`src/rtl/tmr_pkg.sv`:
```
`timescale 1ns/10ps
package tmr_pkg;
  localparam int DATA_W = 32;

  // word index of each register (byte offset / 4)
  localparam logic [2:0] WI_CTRL = 3'd0;
  localparam logic [2:0] WI_CNT  = 3'd1;
  localparam logic [2:0] WI_STAT = 3'd2;
  localparam logic [2:0] WI_PLIM = 3'd3;
  localparam logic [2:0] WI_IEN  = 3'd4;
  localparam logic [2:0] WI_CMP0 = 3'd5;

  typedef struct packed {
    logic frz_ok;  // bit 2
    logic zero;    // bit 1
    logic run;     // bit 0
  } ctrl_t;
endpackage

```
`src/rtl/tmr_prescale.sv`:
```
`timescale 1ns/10ps
module tmr_prescale #(
  parameter int PRE_W = 32
) (
  input  logic             clk,
  input  logic             rst_n,
  input  logic             run,
  input  logic             clr,
  input  logic [PRE_W-1:0] limit,
  output logic             tick
);
  logic [PRE_W-1:0] pre_q, pre_d;
  logic             at_lim;

  always_comb begin
    at_lim = (pre_q >= limit);
    tick   = run & ~clr & at_lim;
    pre_d  = pre_q;
    if (clr)
      pre_d = '0;
    else if (run)
      pre_d = at_lim ? '0 : pre_q + PRE_W'(1);
  end

  always_ff @(posedge clk or negedge rst_n) begin
    if (!rst_n) pre_q <= '0;
    else        pre_q <= pre_d;
  end

  AST_PRE_ZERO: assert property (@(posedge clk) disable iff (!rst_n)
    clr |=> (pre_q == '0));
  AST_PRE_FROZEN: assert property (@(posedge clk) disable iff (!rst_n)
    (!run && !clr) |=> $stable(pre_q));
endmodule

```
`src/rtl/tmr_count.sv`:
```
`timescale 1ns/10ps
module tmr_count #(
  parameter int CNT_W = 32
) (
  input  logic             clk,
  input  logic             rst_n,
  input  logic             clr,
  input  logic             step,
  input  logic [CNT_W-1:0] cmp_val,
  output logic [CNT_W-1:0] cnt_q,
  output logic             hit
);
  logic [CNT_W-1:0] cnt_d, cnt_inc;

  always_comb begin
    cnt_inc = cnt_q + CNT_W'(1);
    hit     = step & ~clr & (cnt_inc == cmp_val);
    cnt_d   = cnt_q;
    if (clr)
      cnt_d = '0;
    else if (step)
      cnt_d = cnt_inc;
  end

  always_ff @(posedge clk or negedge rst_n) begin
    if (!rst_n) cnt_q <= '0;
    else        cnt_q <= cnt_d;
  end

  AST_CNT_ZERO: assert property (@(posedge clk) disable iff (!rst_n)
    clr |=> (cnt_q == '0));
  AST_CNT_UPWARD: assert property (@(posedge clk) disable iff (!rst_n)
    !clr |=> ((cnt_q == $past(cnt_q)) || (cnt_q == CNT_W'($past(cnt_q) + CNT_W'(1)))));
  AST_HIT_LANDS: assert property (@(posedge clk) disable iff (!rst_n)
    hit |=> (cnt_q == $past(cmp_val)));
endmodule

```
`src/rtl/tmr_irq.sv`:
```
`timescale 1ns/10ps
module tmr_irq #(
  parameter int NSRC = 1
) (
  input  logic            clk,
  input  logic            rst_n,
  input  logic [NSRC-1:0] set_i,
  input  logic [NSRC-1:0] wclr_i,
  input  logic [NSRC-1:0] ien_i,
  output logic [NSRC-1:0] stat_q,
  output logic            irq
);
  logic [NSRC-1:0] stat_d;

  for (genvar i = 0; i < NSRC; i++) begin : g_src
    logic set_ok;
    always_comb begin
      set_ok    = set_i[i] & ien_i[i];
      // set beats a same-cycle clear
      stat_d[i] = set_ok | (stat_q[i] & ~wclr_i[i]);
    end

    always_ff @(posedge clk or negedge rst_n) begin
      if (!rst_n) stat_q[i] <= 1'b0;
      else        stat_q[i] <= stat_d[i];
    end

    AST_SET_WINS: assert property (@(posedge clk) disable iff (!rst_n)
      (set_i[i] && ien_i[i]) |=> stat_q[i]);
    AST_W1C_WORKS: assert property (@(posedge clk) disable iff (!rst_n)
      (wclr_i[i] && !(set_i[i] && ien_i[i])) |=> !stat_q[i]);
  end

  assign irq = |(stat_q & ien_i);
endmodule

```
`src/rtl/tick_timer.sv`:
```
`timescale 1ns/10ps
module tick_timer #(
  parameter int ADDR_W = 5,
  parameter int CNT_W  = 32,
  parameter int PRE_W  = 32
) (
  input  logic                       clk,
  input  logic                       rst_n,
  input  logic                       bus_sel,
  input  logic                       bus_wr,
  input  logic [ADDR_W-1:0]          bus_addr,
  input  logic [tmr_pkg::DATA_W-1:0] bus_wdata,
  output logic [tmr_pkg::DATA_W-1:0] bus_rdata,
  input  logic                       dbg_active,
  output logic                       irq
);
  import tmr_pkg::*;

  localparam int NSRC = 1;
  localparam int WI_W = ADDR_W - 2;

  // reset synchronizer: asserts asynchronously, releases on clk
  logic [1:0] rsync_q;
  logic       srst_n;
  always_ff @(posedge clk or negedge rst_n) begin
    if (!rst_n) rsync_q <= 2'b00;
    else        rsync_q <= {rsync_q[0], 1'b1};
  end
  assign srst_n = rsync_q[1];

  // bus decode
  logic            acc_ok, wr_en;
  logic [WI_W-1:0] widx;
  logic            we_ctrl, we_stat, we_plim, we_ien, we_cmp0;

  always_comb begin
    acc_ok  = bus_sel & (bus_addr[1:0] == 2'b00);
    wr_en   = acc_ok & bus_wr;
    widx    = bus_addr[ADDR_W-1:2];
    we_ctrl = wr_en & (widx == WI_W'(WI_CTRL));
    we_stat = wr_en & (widx == WI_W'(WI_STAT));
    we_plim = wr_en & (widx == WI_W'(WI_PLIM));
    we_ien  = wr_en & (widx == WI_W'(WI_IEN));
    we_cmp0 = wr_en & (widx == WI_W'(WI_CMP0));
  end

  // software registers
  ctrl_t            ctrl_q, ctrl_d;
  logic [PRE_W-1:0] plim_q, plim_d;
  logic [NSRC-1:0]  ien_q, ien_d;
  logic [CNT_W-1:0] cmp0_q, cmp0_d;

  always_comb begin
    ctrl_d = ctrl_q;
    plim_d = plim_q;
    ien_d  = ien_q;
    cmp0_d = cmp0_q;
    if (we_ctrl) ctrl_d = ctrl_t'(bus_wdata[2:0]);
    if (we_plim) plim_d = bus_wdata[PRE_W-1:0];
    if (we_ien)  ien_d  = bus_wdata[NSRC-1:0];
    if (we_cmp0) cmp0_d = bus_wdata[CNT_W-1:0];
  end

  always_ff @(posedge clk or negedge srst_n) begin
    if (!srst_n) begin
      ctrl_q <= '0;
      plim_q <= '0;
      ien_q  <= '0;
      cmp0_q <= '0;
    end else begin
      ctrl_q <= ctrl_d;
      plim_q <= plim_d;
      ien_q  <= ien_d;
      cmp0_q <= cmp0_d;
    end
  end

  // datapath
  logic             frozen, run_ok, tick;
  logic [CNT_W-1:0] cnt_val;
  logic [NSRC-1:0]  hit_vec, wclr_vec, stat_vec;

  assign frozen = ctrl_q.frz_ok & dbg_active;
  assign run_ok = ctrl_q.run & ~frozen;

  tmr_prescale #(.PRE_W(PRE_W)) u_pre (
    .clk   (clk),
    .rst_n (srst_n),
    .run   (run_ok),
    .clr   (ctrl_q.zero),
    .limit (plim_q),
    .tick  (tick)
  );

  tmr_count #(.CNT_W(CNT_W)) u_cnt (
    .clk     (clk),
    .rst_n   (srst_n),
    .clr     (ctrl_q.zero),
    .step    (tick),
    .cmp_val (cmp0_q),
    .cnt_q   (cnt_val),
    .hit     (hit_vec[0])
  );

  assign wclr_vec = {NSRC{we_stat}} & bus_wdata[NSRC-1:0];

  tmr_irq #(.NSRC(NSRC)) u_irq (
    .clk    (clk),
    .rst_n  (srst_n),
    .set_i  (hit_vec),
    .wclr_i (wclr_vec),
    .ien_i  (ien_q),
    .stat_q (stat_vec),
    .irq    (irq)
  );

  // read mux
  always_comb begin
    bus_rdata = '0;
    if (acc_ok) begin
      case (widx)
        WI_W'(WI_CTRL): bus_rdata = DATA_W'(ctrl_q);
        WI_W'(WI_CNT):  bus_rdata = DATA_W'(cnt_val);
        WI_W'(WI_STAT): bus_rdata = DATA_W'(stat_vec);
        WI_W'(WI_PLIM): bus_rdata = DATA_W'(plim_q);
        WI_W'(WI_IEN):  bus_rdata = DATA_W'(ien_q);
        WI_W'(WI_CMP0): bus_rdata = DATA_W'(cmp0_q);
        default:        bus_rdata = '0;
      endcase
    end
  end

  AST_DBG_FREEZE: assert property (@(posedge clk) disable iff (!srst_n)
    (ctrl_q.frz_ok && dbg_active && !ctrl_q.zero) |=> $stable(cnt_val));
  AST_IDLE_HOLD: assert property (@(posedge clk) disable iff (!srst_n)
    (!ctrl_q.run && !ctrl_q.zero) |=> $stable(cnt_val));
  AST_IRQ_SOURCE: assert property (@(posedge clk) disable iff (!srst_n)
    $rose(irq) |-> (stat_vec != '0));
endmodule

```
`config.mk`:
```
export PLATFORM = sky130hd
export DESIGN_NAME = tick_timer
export DESIGN_NICKNAME = d
export VERILOG_FILES = /design/src/rtl/tmr_pkg.sv /design/src/rtl/tmr_prescale.sv /design/src/rtl/tmr_count.sv /design/src/rtl/tmr_irq.sv /design/src/rtl/tick_timer.sv
export SDC_FILE = /design/constraint.sdc
export NUM_CORES = 1
export LEC_CHECK = 0
export BUFFER_PORTS_ARGS = -buffer_cell sky130_fd_sc_hd__buf_4
export CAP_MARGIN = 5
export CORE_MARGIN = 1
export CORE_UTILIZATION = 35
export DETAILED_ROUTE_END_ITERATION = 6
export GPL_ROUTABILITY_DRIVEN = 0
export GPL_TIMING_DRIVEN = 0
export PLACE_DENSITY = 0.54
export SYNTH_ARGS = -nofsm -noshare
export SYNTH_HDL_FRONTEND = slang
export SYNTH_SLANG_ARGS = --single-unit
```
`constraint.sdc`:
```
create_clock -name clk -period 3.9 [get_ports clk]
set_input_delay 0.39 -clock clk [delete_from_list [all_inputs] [get_ports clk]]
set_output_delay 0.39 -clock clk [all_outputs]
set_load 0.03 [all_outputs]
```
==> results by group, run 1 <==
Synth
  – EDFF count, synth: 0
  – Synth area leader: dfrtp_1
  – Fraction of registers with async set/reset: 1.00
  – Synthesized-area fraction occupied by adder cells: 0.0484
  – Distinct cell type count after synthesis: 62
  – Synth warn: 0
  – Synth Cell Area: 0.00879 mm^2
  – Syn Nets: 1,079
  – Sequential share of the synthesized area: 0.384
  – Flops & latches, synth: 135
  – Avg Cell Area, Syn: 8.76 um^2
  – Xor and xnor area share after synthesis: 0.0767
  – Gate Count Post-Synth: 1,003
  – Largest family of logic cells by synthesized area: simple AND/OR/NAND/NOR gates
  – Post-Synth Simple-Gate Area: 0.208
  – Synth area leaders: dfrtp_1 (38%), mux2_2 (5.1%), nor2_1 (5.1%), ha_1 (4.8%), mux2i_1 (4.7%)
  – Post-synthesis mux area share: 0.101
  – Compound-Gate Fraction of Synth Area: 0.130
  – Synth top area share: 0.384
  – Top_reg_cell synth: dfrtp_1

Layout
  – # nets final: 1,173
  – Layout area overhead: 18.2%
  – Share of cells above drive strength 1: 0.159
  – Final Util: 0.425
  – ANT cells: 0

Clocking
  – Clk sinks: 135
  – CTS Root Cell: clkbuf_16
  – Skew-Pair Late Insertion Delay: 0.43 ns
  – Total CTS buffers: 17
  – CTS tree: done
  – Setup repair bufs after CTS: 0
  – Reg clk slew, reported paths: 0.07 ns
  – Clock Path Buffers: 2
  – CTS HTree Levels: 4

Routing
  – Via count: 7,411
  – Post-Route WL: 25.4 mm
  – Residual DRC: 0
  – WL/cell: 17.7 um
  – Routed length on met3: 887 um
  – Routed Antenna Nets: 0
  – Vias per std cell: 5.17
  – Max Used Layer: met4
  – DRT iter0 DRCs: 347
  – Pre-antenna DRT Iters: 7
  – Met2 WL: 12.0 mm
  – Met1 WL: 12.1 mm

Floorplanning
  – Core area: 0.0245 mm^2
  – Core Rows: 57
  – Chip height: 160 um
  – IO Count: 75
  – Initial cell density of the core: 0.359
  – Die ar.: 0.0257 mm^2
  – Die Wd: 160 um

Critical path
  – Crit path arrival time: 3.75 ns
  – R2R depth: 9
  – Crit. End Element: flip-flop
  – Reg2reg end: u_cnt.cnt_q[3]$_DFFE_PN0P_
  – Critical path class: reg -> reg
  – Startpoint Class: flip-flop
  – FF-to-FF setup slack: 0.45 ns
  – CP max FO: 10
  – WP data required: 4.20 ns
  – RR Startpoint: u_pre.pre_q[25]$_DFFE_PN0P_

STA
  – Period minus WS final: 3.45 ns
  – RSZ-0062 raised after global routing: false
  – Crit share post-route: 0.885
  – Clock Skews: 0.0122 ns
  – # setup viols final: 0
  – Final hold violations: 0
  – Worst Tran Pin Value: 1.05 ns
  – Setup TNS: 0 ns
  – Slew Limit Fails: 0
  – Normalized max-slew margin: 0.290
  – Fmax: 290 MHz

Placed design
  – DP Wirelength: 19.9 mm
  – Port Buffers: 72

Flow run
  – # Max-Cap Violations: 0

GRT
  – Largest net degree at the start of global routing: 60
  – Vias in the first global route: 7,211
  – Initial antenna violation count: 0
  – Global route overflow: 0
  – First-pass GRT wire length: 41.0 mm
  – All-layer global routing usage: 0.206

Worst hold path
  – Hold EP: plim_q[4]$_DFFE_PN0P_
  – Worst Hold Class: in -> reg
  – Worst hold start: bus_wdata[4]
  – Hold path cells: 3

Run status
  – Status: finished, final reports clean

Power
  – P_leak: 0.00480 uW
  – Power Density: 385 mW/mm^2
  – Peak supply drop: 0.237 mV
[per-layer routing]
metal,vias to the layer above,global-route usage
li1,3677,-
met1,3557,0.284
met2,146,0.332
met3,31,0.0297
met4,0,0.0667
met5,-,0
[what timing repair did]
item | 4_1_cts | 5_1_grt
hold endpoints to repair | 2 | 0
resized for setup | 0 | 0
endpoints found under the setup margin | 0 | 0
hold buffers | 1 | 0
[logic make-up after synthesis]
family                     count (synthesis)
AOI/OAI and AO/OA                        196
other                                      1
and+or+nand+nor                          367
adders and majority gates                 34
muxes                                     82
DFF                                      135
xor gates and xnor gates                  77
buffers and inverters                    111
[worst max-delay path, cell delays in order (launching register included)]
cell	delay, ns
dfrtp_1	0.44
ha_1	0.33
nand4_1	0.13
nor4_1	0.45
o211ai_1	0.19
a311oi_1	0.75
clkbuf_1	0.56
o2111ai_1	0.23
xor2_1	0.18
nor2_1	0.06
[cells in the mapped netlist (7+ instances only)]
master	instances
xnor2_1	32
inv_1	51
ha_1	34
nor3_1	14
mux2i_1	41
nand4_1	19
xor2_1	45
nor2b_1	7
nand2_1	99
clkbuf_1	46
nand3_1	37
o21ai_0	79
a21o_1	9
a21oi_1	62
and2_1	8
buf_2	7
and4_1	8
nor2_1	120
mux2_2	40
and3_1	11
dfrtp_1	135
[worst max-delay path by stage]
stage,endpoint,slack (ns),start
6_report,u_cnt.cnt_q[3]$_DFFE_PN0P_,0.45,u_pre.pre_q[25]$_DFFE_PN0P_
5_1_grt,u_cnt.cnt_q[3]$_DFFE_PN0P_,0.24,u_pre.pre_q[24]$_DFFE_PN0P_
4_1_cts,u_cnt.cnt_q[3]$_DFFE_PN0P_,0.49,u_pre.pre_q[25]$_DFFE_PN0P_
3_5_place_dp,u_cnt.cnt_q[3]$_DFFE_PN0P_,0.51,u_pre.pre_q[25]$_DFFE_PN0P_
3_3_place_gp,u_cnt.cnt_q[3]$_DFFE_PN0P_,0.55,u_pre.pre_q[25]$_DFFE_PN0P_
2_1_floorplan,u_cnt.cnt_q[15]$_DFFE_PN0P_,1.44,u_pre.pre_q[25]$_DFFE_PN0P_
[cells in the final DEF (no fill, tap or decap), drive strengths merged, types with 4 or more instances in the layout]
master and instances:
a31oi 5, a211oi 4, clkbuf 63, a22o 4, xor2 45, a21o 9
nand3 37, o2111ai 5, a21oi 62, mux2i 41, dfrtp 135, and2 13
mux2 40, nor2b 7, or4 4, o211ai 4, nand2 99, nor2 120
clkinv 5, o21ai 82, or3 4, ha 34, buf 88, nor3 15
nand4 19, nor4 15, and4 8, inv 59, xnor2 32, and3 11
[per-stage QoR]
| stage | setup WS [ns] | power (uW) | hold WS, ns | cell area [um^2] | cells |
|---|---|---|---|---|---|
| floorplan | 1.44 | 2150 | 0.0944 | 8790 | 1003 |
| global placement | 0.550 | 2390 | 0.174 | 9730 | 1399 |
| detailed placement | 0.514 | 2410 | 0.175 | 9790 | 1401 |
| CTS | 0.486 | 4040 | 0.156 | 10400 | 1434 |
| global route | 0.244 | 4200 | 0.164 | 10400 | 1434 |
| finish | 0.450 | 4000 | 0.168 | 10400 | 1434 |
[state kept, by name, summed over array words and instances, names as in the netlist]
name	cells
rsync_q	2
plim_q	32
u_pre.pre_q	32
u_cnt.cnt_q	32
u_irq.stat_q	1
ctrl_q	3
ien_q	1
cmp0_q	32
[where the power goes]
group / leakage (uW) / switching [uW] / internal (uW)
clock network: 0.000286 / 708 / 904
registers: 0.00174 / 153 / 1540
logic: 0.00278 / 393 / 304
[cell type report]
class | count | area, um^2
Buffer | 60 | 264
Tap cell | 324 | 405
Clock buffer | 17 | 425
Timing Repair Buffer | 75 | 606
Multi-Input combinational cell | 757 | 4950
Fill cell | 2469 | 14100
Clock inverter | 15 | 158
Sequential cell | 135 | 3380
Inverter | 51 | 191
No activity file was read; power rests on OpenSTA's default activity.
==> run 2: changes to the inputs <==
- CORE_UTILIZATION: 35 -> 37
- PLACE_DENSITY: 0.54 -> 0.57
==> run 2 against run 1 <==
  * Cell count down 0.35%
  * Clock-buffer cell count unchanged
  * Core utilization grew 2.0 points
==> results by group, run 2 (synthesis results as in run 1) <==
Worst hold path
  – Worst Hold Class: in -> reg

Clocking
  – CTS HTree Levels: 4 (unchanged)
  – Reg clk slew, reported paths: 0.07 ns (about the same)
  – Total CTS buffers: 17 (unchanged)
  – Skew-Pair Late Insertion Delay: 0.43 ns (about the same)
  – CTS Root Cell: clkbuf_16
  – CTS tree: done
  – Clock Path Buffers: 2 (unchanged)
  – Clk sinks: 135 (unchanged)
  – Post_cts resized: 0 (unchanged)

Power
  – Sw Pwr: 1250 uW (about the same)
  – P_leak: 0.00481 uW (about the same)
  – Sequential Power Share: 0.415 (-0.007)
  – Peak supply drop: 0.241 mV (+1.6%)
  – Combinational fraction of design power: 0.172 (-0.002)
  – Switching share of power: 0.309 (-0.00524)
  – Total power: 4070 uW (+1.7%)
  – Internal power: 2810 uW (+2.4%)
  – Clock power frac: 0.414 (+0.011)
  – Power Density: 391 mW/mm^2 (+1.5%)

Critical path
  – WP data required: 4.19 ns (about the same)
  – CP max FO: 10 (unchanged)
  – Crit path arrival time: 3.66 ns (-0.09 ns)
  – Startpoint Class: flip-flop
  – Crit. End Element: flip-flop
  – Critical path class: reg -> reg

Placed design
  – Port Buffers: 72 (unchanged)
  – Setup slack at placement: 0.586 ns (+0.0726 ns)
  – Dpl cells: 1,396 (-0.36%)
  – DP Wirelength: 19.4 mm (-2.4%)

GRT
  – Largest net degree at the start of global routing: 65 (+8.3%)
  – Initial antenna violation count: 0 (unchanged)
  – First-pass GRT wire length: 39.4 mm (-3.8%)
  – Vias in the first global route: 7,087 (-1.7%)
  – All-layer global routing usage: 0.213 (+0.00679)
  – Global route overflow: 0 (unchanged)

STA
  – RSZ-0062 raised after global routing: false
  – Normalized max-slew margin: 0.272 (-0.0182)
  – Slew Limit Fails: 0 (unchanged)
  – Crit share post-route: 0.862 (-0.0226)
  – Final worst slack: 0.538 ns (+0.0883 ns)
  – Fmax: 297 MHz (+2.6%)
  – Final hold violations: 0 (unchanged)
  – Clock Skews: 0.00944 ns (-0.00281 ns)
  – Period minus WS final: 3.36 ns (-0.0883 ns)
  – # setup viols final: 0 (unchanged)
  – Worst Tran Pin Value: 1.08 ns (+0.0270 ns)
  – Setup TNS: 0 ns (unchanged)

Floorplanning
  – Die ar.: 0.0244 mm^2 (-5.3%)
  – Core Rows: 56 (-1.8%)
  – Core area: 0.0234 mm^2 (-4.3%)
  – Initial cell density of the core: 0.375 (+0.0163)
  – Die Wd: 156 um (-2.7%)
  – Chip height: 156 um (-2.7%)
  – IO Count: 75 (unchanged)

Flow run
  – # Max-Cap Violations: 0 (unchanged)

Routing
  – Vias per std cell: 5.20 (+0.67%)
  – Max Used Layer: met4
  – Met1 WL: 11.9 mm (-1.4%)
  – Routed length on met3: 746 um (-16%)
  – DRT iter0 DRCs: 350 (+0.86%)
  – Routed Antenna Nets: 0 (unchanged)
  – Residual DRC: 0 (unchanged)
  – Via count: 7,435 (+0.32%)
  – Pre-antenna DRT Iters: 5 (-2)
  – Post-Route WL: 24.8 mm (-2.3%)
  – WL/cell: 17.4 um (-2.0%)
  – Met2 WL: 11.7 mm (-2.6%)

Run status
  – Status: finished, final reports clean

Layout
  – Commonest non-fill, non-tap cell in the layout: dfrtp_1
  – Final Util: 0.444 (+0.0198)
  – Share of cells above drive strength 1: 0.159 (unchanged)
  – ANT cells: 0 (unchanged)
  – # nets final: 1,173 (unchanged)
  – Most frequent cells in the layout: dfrtp_1 (134), nor2_1 (120), nand2_1 (99)
  – Layout area overhead: 18.3%
  – Fin cells: 1,429 (-0.35%)
run 2: changes by cell type in the layout (fill, tap and decap cells not counted), sizes merged:
| cell | previous run | this run |
|---|---|---|
| bufinv | 1 | 2 |
| clkinv | 5 | 2 |
| clkinvlp | 1 | 2 |
| inv | 59 | 60 |
run 2: critical path, stage by stage (launching register included):
cell	delay [ns]
dfrtp_1	0.44
ha_1	0.32
nand4_1	0.13
nor4_1	0.45
o211ai_1	0.18
a311oi_1	0.69
clkbuf_1	0.57
o2111ai_1	0.22
xor2_1	0.17
nor2_1	0.06
run 2: through the flow:
step | hold slack [ns] | cell area, um^2
4_1_cts | 0.162 | 10400
3_5_place_dp | 0.175 | 9780
2_1_floorplan | 0.0944 | 8790
5_1_grt | 0.164 | 10400
6_report | 0.171 | 10400
3_3_place_gp | 0.174 | 9730
run 2: power by group through the flow:
stage / sequential, uW / clock (uW) / combinational [uW]
final: 1690 / 1680 / 698
after CTS: 1680 / 1710 / 705
after global placement: 1720 / 0 / 658
after floorplan: 1660 / 0 / 492
after detailed placement: 1710 / 0 / 700
after global routing: 1700 / 1770 / 786
run 2: area by class of cell:
| class | count | area [um^2] |
|---|---|---|
| fillers | 2353 | 13000 |
| clock buffers | 17 | 425 |
| well taps | 319 | 399 |
| inverters | 51 | 191 |
| flip-flops and latches | 135 | 3380 |
| clock inverters | 15 | 184 |
| repair buffers | 75 | 598 |
| multi-input cells | 757 | 4950 |
| plain buffers | 60 | 264 |
run 2: metal layers:
metal | GRT usage | up-vias
met5 | 0 | -
met4 | 0.0663 | 0
li1 | - | 3677
met3 | 0.0308 | 22
met1 | 0.293 | 3605
met2 | 0.345 | 131
run 2: worst paths after layout:
path	depth (start not counted)	start	slack (ns)	to
hold / removal	3	bus_wdata[7]	0.17	plim_q[7]$_DFFE_PN0P_
hold reg to reg	0	rsync_q[1]$_DFF_PN0_	0.29	u_pre.pre_q[1]$_DFFE_PN0P_
min in group asynchronous	2	rst_n	0.28	rsync_q[1]$_DFF_PN0_
max in group asynchronous	2	rsync_q[1]$_DFF_PN0_	2.65	cmp0_q[28]$_DFFE_PN0P_
setup / recovery	9	u_pre.pre_q[25]$_DFFE_PN0P_	0.54	u_cnt.cnt_q[3]$_DFFE_PN0P_
setup reg to reg	9	u_pre.pre_q[25]$_DFFE_PN0P_	0.54	u_cnt.cnt_q[3]$_DFFE_PN0P_
run 2: repair_timing:
action | in CTS | in global routing
hold buffers | 1 | 0
setup buffers | 0 | 0
hold endpoints to repair | 2 | 0
endpoints found under the setup margin | 0 | 0
==> run 3: changes to the inputs <==
- PLACE_DENSITY: 0.57 -> default
- PLACE_DENSITY_LB_ADDON: default -> 0.12
==> run 3 against run 2 <==
  * Core utilization down 0.10 points
  * Sequential share of layout area up 0.075 points
  * Routed wire length up 4.5%
  * Worst hold slack better by 0.0031 ns
  * Worst setup slack worse by 0.0063 ns
  * Global-route usage up 0.73 points
  * Clock-buffer cell count unchanged
  * Clock power down 4%
  * First-iteration DRC count down 1.1%
  * Maximum frequency down 0.19%
  * Final area down 0.23%
  * Combinational power about the same
  * Critical path type unchanged
  * Highest routed layer unchanged
==> results by group, run 3 (synthesis results as in run 1) <==
Run status
  – Status: finished, final reports clean

Floorplanning
  – Core area: 0.0234 mm^2 (unchanged)
  – Initial cell density of the core: 0.375 (unchanged)
  – IO Count: 75 (unchanged)
  – Chip height: 156 um (unchanged)
  – Die Wd: 156 um (unchanged)
  – Die ar.: 0.0244 mm^2 (unchanged)
  – Core Rows: 56 (unchanged)

Placed design
  – DP Wirelength: 20.1 mm (+3.8%)
  – Port Buffers: 72 (unchanged)

STA
  – # setup viols final: 0 (unchanged)
  – Clock Skews: 0.0105 ns (+0.00107 ns)
  – Slew Limit Fails: 0 (unchanged)
  – Fmax: 297 MHz (-0.19%)
  – Final hold violations: 0 (unchanged)
  – Normalized max-slew margin: 0.268 (-0.00418)
  – Hold slack: 0.174 ns (+0.00310 ns)
  – Crit share post-route: 0.864 (+0.00161)
  – Worst Tran Pin Value: 1.09 ns (+0.00622 ns)
  – Period minus WS final: 3.37 ns (+0.00627 ns)
  – RSZ-0062 raised after global routing: false
  – Setup TNS: 0 ns (unchanged)

Critical path
  – Reg2reg end: u_cnt.cnt_q[3]$_DFFE_PN0P_
  – RR Startpoint: u_pre.pre_q[25]$_DFFE_PN0P_
  – CP max stage delay: 0.71 ns (+0.02 ns)
  – Critical path, cell by cell: ha_1, nand4_1, nor4_1, o211ai_1, a311oi_1, clkbuf_1, o2111ai_1, xor2_1, nor2_1
  – WP data required: 4.20 ns (about the same)
  – FF-to-FF setup slack: 0.53 ns (about the same)
  – Bufs and invs on worst path: 1 (unchanged)
  – R2R depth: 9 (unchanged)
  – Startpoint Class: flip-flop
  – Slowest CP cell: a311oi_1
  – Delay-heaviest family, CP: compound AO/OA/AOI/OAI gates
  – Critical path class: reg -> reg
  – CP max FO: 10 (unchanged)
  – Crit. End Element: flip-flop
  – Crit path arrival time: 3.67 ns (about the same)

Routing
  – Routed Antenna Nets: 0 (unchanged)
  – WL/cell: 18.1 um (+4.5%)
  – Vias per std cell: 5.17 (-0.59%)
  – Post-Route WL: 25.9 mm (+4.5%)
  – DRT iter0 DRCs: 346 (-1.1%)
  – Residual DRC: 0 (unchanged)
  – Via count: 7,391 (-0.59%)
  – Pre-antenna DRT Iters: 7 (+2)

Clocking
  – Skew-Pair Late Insertion Delay: 0.43 ns (about the same)
  – Reg clk slew, reported paths: 0.07 ns (about the same)
  – CTS Root Cell: clkbuf_16
  – CTS HTree Levels: 4 (unchanged)
  – Post_cts resized: 0 (unchanged)
  – Clk sinks: 135 (unchanged)
  – Setup repair bufs after CTS: 0 (unchanged)
  – CTS tree: done
  – Clock Path Buffers: 2 (unchanged)
  – Total CTS buffers: 17 (unchanged)

Layout
  – Layout area overhead: 18.1%
  – Multi-input logic area: 0.00495 mm^2 (unchanged)
  – FILL cells: 2,375 (+0.93%)
  – Commonest non-fill, non-tap cell in the layout: dfrtp_1
  – Most frequent cells in the layout: dfrtp_1 (134), nor2_1 (120), nand2_1 (99)
  – Reg area: 0.00338 mm^2 (unchanged)
  – Share of cells above drive strength 1: 0.159 (unchanged)
  – # nets final: 1,173 (unchanged)
  – ANT cells: 0 (unchanged)

GRT
  – Largest net degree at the start of global routing: 63 (-3.1%)
  – Vias in the first global route: 7,006 (-1.1%)
  – All-layer global routing usage: 0.220 (+0.00730)
  – Global route overflow: 0 (unchanged)
  – First-pass GRT wire length: 40.5 mm (+2.7%)
  – Initial antenna violation count: 0 (unchanged)

Power
  – Peak supply drop: 0.234 mV (-2.8%)
  – Power Density: 386 mW/mm^2 (-1.3%)
  – P_leak: 0.00480 uW (about the same)

Flow run
  – # Max-Cap Violations: 0 (unchanged)

Worst hold path
  – Hold EP: plim_q[4]$_DFFE_PN0P_
  – Worst Hold Class: in -> reg
  – Worst hold start: bus_wdata[4]
  – Hold path cells: 3 (unchanged)
-- run 3: worst max path at each step --
stage / startpoint / endpoint / slack (ns) / cells after the start
6_report: u_pre.pre_q[25]$_DFFE_PN0P_ / u_cnt.cnt_q[3]$_DFFE_PN0P_ / 0.53 / 9
5_1_grt: plim_q[25]$_DFFE_PN0P_ / u_cnt.cnt_q[15]$_DFFE_PN0P_ / 0.29 / 10
4_1_cts: u_pre.pre_q[25]$_DFFE_PN0P_ / u_cnt.cnt_q[3]$_DFFE_PN0P_ / 0.54 / 9
3_5_place_dp: u_pre.pre_q[25]$_DFFE_PN0P_ / u_cnt.cnt_q[3]$_DFFE_PN0P_ / 0.56 / 9
3_3_place_gp: u_pre.pre_q[25]$_DFFE_PN0P_ / u_cnt.cnt_q[3]$_DFFE_PN0P_ / 0.56 / 9
2_1_floorplan: u_pre.pre_q[25]$_DFFE_PN0P_ / u_cnt.cnt_q[15]$_DFFE_PN0P_ / 1.44 / 9
-- run 3: area by class of cell --
class                      count  share of cell area
buffer                        60              0.0254
clock buffer                  17              0.0410
clock inverter                15              0.0154
inverter                      51              0.0185
multi-input combinational    757               0.478
sequential                   135               0.326
tap                          319              0.0385
timing repair buffer          75              0.0577
-- run 3: tightest hold or removal path: cells and delay by family --
| family | cells | cell delay [ns] |
|---|---|---|
| buf+inv | 1 | 0.09 |
| compound gates | 1 | 0.05 |
| simple gates | 1 | 0.04 |
-- run 3: per-layer routing --
metal	vias up	wire, um	GRT usage	part of all wire
met5	-	0	0	0
met4	0	219	0.0430	0.0084
met3	13	873	0.0319	0.034
met2	137	12300	0.361	0.47
met1	3548	12500	0.308	0.48
li1	3693	-	-	-
-- run 3: timing repair --
action	4_1_cts	5_1_grt
endpoints found under the setup margin	0	0
hold buffers	1	0
endpoints found under the hold margin	2	0
-- run 3: through the flow --
stage | area [um^2] | worst slack [ns] | instances | util | power, uW
after detailed placement | 9780 | 0.561 | 1396 | 0.418 | 2420
final | 10400 | 0.532 | 1429 | 0.443 | 4000
after floorplan | 8790 | 1.44 | 1003 | - | 2150
after CTS | 10400 | 0.537 | 1429 | 0.443 | 4040
after global placement | 9730 | 0.561 | 1394 | 0.416 | 2390
after global routing | 10400 | 0.287 | 1429 | 0.443 | 4200
-- run 3: report_power, final --
group,total [uW],switching [uW],internal [uW],leakage (uW)
combinational,699,396,303,0.00278
clock,1610,756,857,0.000289
sequential,1690,154,1540,0.00174
